`config.mk`:
```
export PLATFORM = sky130hd
export DESIGN_NAME = sfdp_responder
export DESIGN_NICKNAME = d
export VERILOG_FILES = /design/src/rtl/sfdp_pkg.sv /design/src/rtl/sfdp_table_rom.sv /design/src/rtl/sfdp_offset_acc.sv /design/src/rtl/sfdp_responder.sv
export SDC_FILE = /design/constraint.sdc
export NUM_CORES = 1
export LEC_CHECK = 0
export CORE_AREA = 2 2 78 154
export DETAILED_ROUTE_END_ITERATION = 8
export DIE_AREA = 0 0 80 156
export DONT_BUFFER_PORTS = 1
export GPL_TIMING_DRIVEN = 0
export SLEW_MARGIN = 25
export SYNTH_ARGS = -nofsm -noshare
export SYNTH_HDL_FRONTEND = slang
export SYNTH_SLANG_ARGS = --single-unit
```
`constraint.sdc`:
```
create_clock -name clk -period 3.4 [get_ports clk]
set_clock_uncertainty 0.1 [all_clocks]
set_input_delay 0.17 -clock clk [delete_from_list [all_inputs] [get_ports clk]]
set_output_delay 0.17 -clock clk [all_outputs]
set_load 0.02 [all_outputs]
```
`src/rtl/sfdp_pkg.sv`:
```
package sfdp_pkg;

  typedef enum logic [0:0] {
    ST_CMD  = 1'b0,
    ST_READ = 1'b1
  } sfdp_state_t;

  localparam logic [7:0] FILL_BYTE = 8'hFF;

  // Contents of one table entry; the header is fixed, parameter bodies are a
  // computed placeholder pattern, gaps between regions read as erased.
  function automatic logic [7:0] sfdp_byte(input int idx, input logic [7:0] vid);
    logic [7:0] b;
    case (idx)
      0:  b = 8'h53;
      1:  b = 8'h46;
      2:  b = 8'h44;
      3:  b = 8'h50;
      4:  b = 8'h00;
      5:  b = 8'h01;
      6:  b = 8'h01;
      7:  b = 8'hFF;
      8:  b = 8'h00;
      9:  b = 8'h00;
      10: b = 8'h01;
      11: b = 8'h09;
      12: b = 8'h1C;
      13: b = 8'h00;
      14: b = 8'h00;
      15: b = 8'hFF;
      16: b = vid;
      17: b = 8'h00;
      18: b = 8'h01;
      19: b = 8'h04;
      20: b = 8'h48;
      21: b = 8'h00;
      22: b = 8'h00;
      23: b = 8'hFF;
      default: begin
        if ((idx >= 28 && idx < 64) || (idx >= 72 && idx < 88))
          b = 8'((idx * 7) + 3);
        else
          b = 8'hFF;
      end
    endcase
    return b;
  endfunction

endpackage

```
`src/rtl/sfdp_table_rom.sv`:
```
module sfdp_table_rom #(
  parameter int         TBL_BYTES = 88,
  parameter logic [7:0] VENDOR_ID = 8'h5E,
  parameter int         IW        = 7
) (
  input  logic [IW-1:0] idx,
  output logic [7:0]    byte_o
);
  localparam logic [IW-1:0] LIMIT = IW'(TBL_BYTES);

  logic [7:0] entry [TBL_BYTES];

  for (genvar g = 0; g < TBL_BYTES; g++) begin : g_entry
    assign entry[g] = sfdp_pkg::sfdp_byte(g, VENDOR_ID);
  end

  always_comb begin
    byte_o = sfdp_pkg::FILL_BYTE;
    for (int i = 0; i < TBL_BYTES; i++) begin
      if (idx == IW'(i) && idx < LIMIT) byte_o = entry[i];
    end
  end
endmodule

```
`src/rtl/sfdp_offset_acc.sv`:
```
module sfdp_offset_acc #(
  parameter int TBL_BYTES = 88,
  parameter int OW        = 7
) (
  input  logic          clk,
  input  logic          rst_n,
  input  logic          clr,
  input  logic          load,
  input  logic [7:0]    load_byte,
  input  logic          bump,
  input  logic          step,
  output logic [OW-1:0] offs,
  output logic          busy
);
  localparam logic [OW:0]   MOD_W  = (OW+1)'(TBL_BYTES);
  localparam logic [OW-1:0] LAST_I = OW'(TBL_BYTES - 1);

  logic [OW-1:0] r_q;
  logic [7:0]    sh_q;
  logic [3:0]    bits_q;
  logic [OW:0]   dbl;
  logic [OW:0]   red;

  assign busy = (bits_q != 4'd0);
  assign offs = r_q;
  assign dbl  = {r_q, sh_q[7]};
  assign red  = (dbl >= MOD_W) ? (dbl - MOD_W) : dbl;

  always_ff @(posedge clk) begin
    if (!rst_n) begin
      r_q    <= '0;
      sh_q   <= '0;
      bits_q <= '0;
    end else if (clr) begin
      r_q    <= '0;
      bits_q <= '0;
    end else if (busy) begin
      r_q    <= red[OW-1:0];
      sh_q   <= {sh_q[6:0], 1'b0};
      bits_q <= bits_q - 4'd1;
    end else if (load) begin
      sh_q   <= load_byte;
      bits_q <= 4'd8;
    end else if (bump) begin
      r_q <= (r_q == LAST_I) ? '0 : r_q + 1'b1;
    end else if (step) begin
      r_q <= r_q + 1'b1;
    end
  end

  a_r4_offs_bounded: assert property (@(posedge clk) disable iff (!rst_n)
    r_q <= OW'(TBL_BYTES));

  a_r1_reduce_length: assert property (@(posedge clk) disable iff (!rst_n)
    (load && !busy && !clr) |=> (bits_q == 4'd8));
endmodule

```
`src/rtl/sfdp_responder.sv`:
```
module sfdp_responder #(
  parameter int         TBL_BYTES = 88,
  parameter logic [7:0] VENDOR_ID = 8'h5E,
  parameter logic [7:0] OPCODE    = 8'h5A
) (
  input  logic       clk,
  input  logic       rst_n,
  input  logic       sfdp_en,
  input  logic       wr_valid,
  output logic       wr_ready,
  input  logic [7:0] wr_data,
  input  logic       wr_last,
  output logic       rd_valid,
  input  logic       rd_ready,
  output logic [7:0] rd_data,
  input  logic       txn_end,
  output logic       bound_crossed
);
  import sfdp_pkg::*;

  localparam int            OW    = $clog2(TBL_BYTES + 1);
  localparam logic [OW-1:0] LIMIT = OW'(TBL_BYTES);

  sfdp_state_t st_q;
  logic [2:0]  cnt_q;
  logic [7:0]  op_q;
  logic        pend_q, resp_q, dummy_q, flag_q;

  logic          wr_fire, rd_fire, busy, enter_rd;
  logic          acc_load, acc_bump, acc_step;
  logic [OW-1:0] offs;
  logic [7:0]    rom_byte;

  assign wr_ready = (st_q == ST_CMD) && !busy && !pend_q;
  assign rd_valid = (st_q == ST_READ);
  assign wr_fire  = wr_valid && wr_ready;
  assign rd_fire  = rd_valid && rd_ready;
  assign enter_rd = pend_q && !busy && !txn_end;

  assign acc_load = wr_fire && (cnt_q >= 3'd1) && (cnt_q <= 3'd3);
  assign acc_bump = wr_fire && (cnt_q >= 3'd5);
  assign acc_step = rd_fire && resp_q && !dummy_q && (offs < LIMIT);

  sfdp_offset_acc #(.TBL_BYTES(TBL_BYTES), .OW(OW)) i_acc (
    .clk       (clk),
    .rst_n     (rst_n),
    .clr       (txn_end),
    .load      (acc_load),
    .load_byte (wr_data),
    .bump      (acc_bump),
    .step      (acc_step),
    .offs      (offs),
    .busy      (busy)
  );

  sfdp_table_rom #(.TBL_BYTES(TBL_BYTES), .VENDOR_ID(VENDOR_ID), .IW(OW)) i_rom (
    .idx    (offs),
    .byte_o (rom_byte)
  );

  assign rd_data       = (!resp_q || dummy_q) ? FILL_BYTE : rom_byte;
  assign bound_crossed = flag_q;

  always_ff @(posedge clk) begin
    if (!rst_n) begin
      st_q    <= ST_CMD;
      cnt_q   <= '0;
      op_q    <= '0;
      pend_q  <= 1'b0;
      resp_q  <= 1'b0;
      dummy_q <= 1'b0;
      flag_q  <= 1'b0;
    end else if (txn_end) begin
      st_q    <= ST_CMD;
      cnt_q   <= '0;
      pend_q  <= 1'b0;
      resp_q  <= 1'b0;
      dummy_q <= 1'b0;
    end else begin
      case (st_q)
        ST_CMD: begin
          if (wr_fire) begin
            if (cnt_q == 3'd0) op_q <= wr_data;
            if (cnt_q != 3'd7) cnt_q <= cnt_q + 3'd1;
            if (wr_last) pend_q <= 1'b1;
          end
          if (enter_rd) begin
            st_q    <= ST_READ;
            pend_q  <= 1'b0;
            resp_q  <= sfdp_en && (op_q == OPCODE) && (cnt_q >= 3'd4);
            dummy_q <= (cnt_q == 3'd4);
          end
        end
        ST_READ: begin
          if (rd_fire && resp_q && dummy_q) dummy_q <= 1'b0;
          if (rd_fire && resp_q && !dummy_q && (offs >= LIMIT)) flag_q <= 1'b1;
        end
        default: st_q <= ST_CMD;
      endcase
    end
  end

  a_r7_flag_sticky: assert property (@(posedge clk) disable iff (!rst_n)
    flag_q |=> flag_q);

  a_r7_past_end_fill: assert property (@(posedge clk) disable iff (!rst_n)
    (rd_valid && resp_q && !dummy_q && offs >= LIMIT) |-> (rd_data == 8'hFF));

  a_r8_hold_offer: assert property (@(posedge clk) disable iff (!rst_n)
    (rd_valid && !rd_ready && !txn_end) |=> (rd_valid && $stable(rd_data)));

  a_r5_dummy_spent_on_beat: assert property (@(posedge clk) disable iff (!rst_n)
    ($fell(dummy_q) && !$past(txn_end)) |-> $past(rd_valid && rd_ready));

  a_r6_surplus_advances: assert property (@(posedge clk) disable iff (!rst_n)
    (acc_bump && !txn_end) |=>
      (offs == (($past(offs) == LIMIT - 1'b1) ? '0 : $past(offs) + 1'b1)));
endmodule

```
==> impl_metrics.tcl <==
set metrics [dict create \
    drt_first_pass_iters 6 \
    setup_ws_ns 0.0109 \
    ys.flop_type "dfxtp_1" \
    yosys_warnings 0 \
    final_common_cell "nand2_1" \
    grt_max_degree 11 \
    grt_overflow 0 \
    rsz0062_at_grt "yes" \
    layout-drive-gt1-share_pct 12.8 \
    drv_slew 0 \
    yosys.area.top_type "dfxtp_1" \
    grt_pass1_vias 4675 \
    setup_tns_ns 0 \
    crit_arrival_ns 3.12 \
    p_leak_uw 0.00160 \
    cp_top_family "compound AO/OA/AOI/OAI gates" \
    final_core_util_pct 39.0 \
    setup_viol 0 \
    cp_slowest_cell "a2111oi_2" \
    path_cells "ha_2 -> clkbuf_4 -> a2111oi_2 -> o211ai_1 -> a21oi_1 -> a21oi_2 -> o311ai_0 -> a21oi_2" \
    post_drt_wl_per_cell_um 25.5 \
    port_buffers 0 \
    drt_iter0_markers 622 \
    ys_types 67 \
    synth_edf_count 0 \
    path_max_fanout 10 \
    synth-async-reset-ratio_pct 0 \
    crit_top_cell "a21oi_2" \
    final_cell_mix "52 x nand2_1, 48 x a21oi_1, 46 x nor2_1" \
    numCtsBuffers 5 \
    syn-cell-area_um2 3830 \
    vdd_drop_max_mv 0.393 \
    antenna_found_initial 0 \
    register_area_um2 702 \
    syn_nets 594 \
    grt_pass1_wl_um 27200 \
    endpoint_kind "output port" \
    finalNonFillerCells 721 \
    cp_data_required_time_ns 3.13 \
    fmax_mhz 295 \
    wirelength_um 18400 \
    die-area_um2 12500 \
    path_buf_inv 1 \
    finalCritPeriodShare_pct 99.7 \
    gp_congestion 1.05 \
    synth_seq_area_share_pct 18.3 \
    n_fill_cell 1231 \
    syn_to_final_growth_pct 14.8 \
    io_pins 26 \
    multi_input_area_um2 2950 \
    crit_type "reg -> out" \
    fin_crit_ns 3.39 \
    num_antenna_cells 0 \
    hpwl_um 13700 \
    via_per_inst 6.71 \
    cts_tree "done" \
    start_kind "flip-flop" \
    htreeDepth 2 \
    initial_core_util_pct 34.0 \
    die_h_um 156 \
    clk_pin_slew_worst_paths_ns 0.06 \
    status "finished, final reports clean" \
    relSlewSlack_pct 40.6 \
    die_x_um 80 \
    synthCells 566 \
    placed_cells 708 \
    ys_ff_latch 35 \
    slowest_delay_ns 0.71 \
    powerDensity_nw_per_um2 255 \
    ant_nets 0 \
    synth_area_leaders "dfxtp_1 18%, a21oi_1 6.8%, o21ai_0 6.1%" \
    tightest_slew_ns 0.881 \
    avgSynthCellArea_um2 6.77 \
    place_ws_ns -0.467 \
    cts_num_sinks 35 \
    fin_nets 606 \
    cts_root_buf "clkbuf_16" \
    rows 55 \
    hold_ws_ns 0.0309 \
    worstHoldPathType "in -> reg" \
    synth.top_cell.area_share_pct 18.3 \
    vias 4836 \
    grt_usage_pct 29.5 \
    fp.coreArea_um2 11300 \
    worstSkewPairLatency_ns 0.29 \
    drc 0 \
    finalHoldViolations 0 \
    cts_buffer_depth 2 \
    cap_violations 0 \
]
-- timing repair --
| action | 4_1_cts | 5_1_grt |
|---|---|---|
| pin swaps | 1 | 5 |
| gates resized for setup | 26 | 29 |
| hold endpoints to repair | 10 | 0 |
| setup buffers | 0 | 0 |
| endpoints found under the setup margin | 8 | 8 |
| hold buffers | 11 | 0 |
-- registers in the layout, indices dropped and copies added (netlist names) --
| name | cells |
|---|---|
| resp_q | 1 |
| pend_q | 1 |
| op_q | 8 |
| cnt_q | 3 |
| i_acc.bits_q | 4 |
| i_acc.offs | 7 |
| dummy_q | 1 |
| rd_valid | 1 |
| i_acc.sh_q | 8 |
| bound_crossed | 1 |
-- worst paths after layout --
check | from | to | slack [ns] | depth (start not counted)
min | txn_end | bound_crossed$_SDFFE_PN0P_ | 0.03 | 2
max | i_acc.offs[0]$_SDFFE_PP0P_ | rd_data[4] | 0.01 | 8
min reg2reg | i_acc.sh_q[6]$_SDFFE_PN0P_ | i_acc.sh_q[6]$_SDFFE_PN0P_ | 0.40 | 1
max reg2reg | i_acc.bits_q[1]$_SDFFE_PP0N_ | op_q[1]$_SDFFE_PN0P_ | 0.69 | 7
-- through the flow --
step | area (um^2) | power, uW
finish | 4400 | 1120
global route | 4400 | 1160
CTS | 4340 | 1120
detailed placement | 4020 | 621
global placement | 4010 | 618
floorplan | 3830 | 574
-- Yosys cell counts (3+ instances only) --
| library cell | count |
|---|---|
| a211oi_1 | 7 |
| a21o_1 | 5 |
| a21oi_1 | 52 |
| a221oi_1 | 6 |
| a22oi_1 | 14 |
| a31oi_1 | 12 |
| a32oi_1 | 5 |
| and2_1 | 4 |
| and3_1 | 5 |
| buf_1 | 8 |
| buf_2 | 8 |
| clkbuf_1 | 40 |
| dfxtp_1 | 35 |
| ha_1 | 13 |
| inv_1 | 15 |
| mux2i_1 | 11 |
| nand2_1 | 52 |
| nand2b_1 | 9 |
| nand3_1 | 26 |
| nand4_1 | 4 |
| nor2_1 | 48 |
| nor2b_1 | 21 |
| nor3_1 | 16 |
| nor3b_1 | 3 |
| nor4_1 | 6 |
| o211a_1 | 7 |
| o211ai_1 | 7 |
| o21a_1 | 5 |
| o21ai_0 | 47 |
| o22ai_1 | 8 |
| o31ai_1 | 4 |
| o32ai_1 | 5 |
| or2_2 | 6 |
| or3_1 | 3 |
| or4_1 | 3 |
| xnor2_1 | 3 |
-- power by group --
part	switching, uW	leakage [uW]	internal, uW
clock	174	0.0000772	312
sequential	12.9	0.000284	428
combinational	122	0.00124	75.7
-- final cells by class --
type	instances	share of cell area [%]
inverter	15	1.28
buffer	52	5.63
tap	142	4.04
sequential	35	15.9
clock buffer	8	3.55
timing repair buffer	11	2.50
multi-input combinational	458	67.1
-- layer usage --
metal / vias up / track usage [%] / wire length, um / part of all wire (%)
li1: 2137 / - / - / -
met1: 2200 / 26.9 / 5620 / 31
met2: 378 / 52.3 / 9270 / 50
met3: 121 / 6.77 / 1480 / 8.1
met4: 0 / 26.4 / 2020 / 11
met5: - / 0 / 0 / 0
-- cell families after synthesis --
family,share of synthesized area (%)
compound gates,36.8
mux,2.87
xor+xnor,0.686
simple gates,29.3
fa+ha+maj,4.24
buf+inv,7.80
flops,18.3
Power figures use the tool's default switching activity.
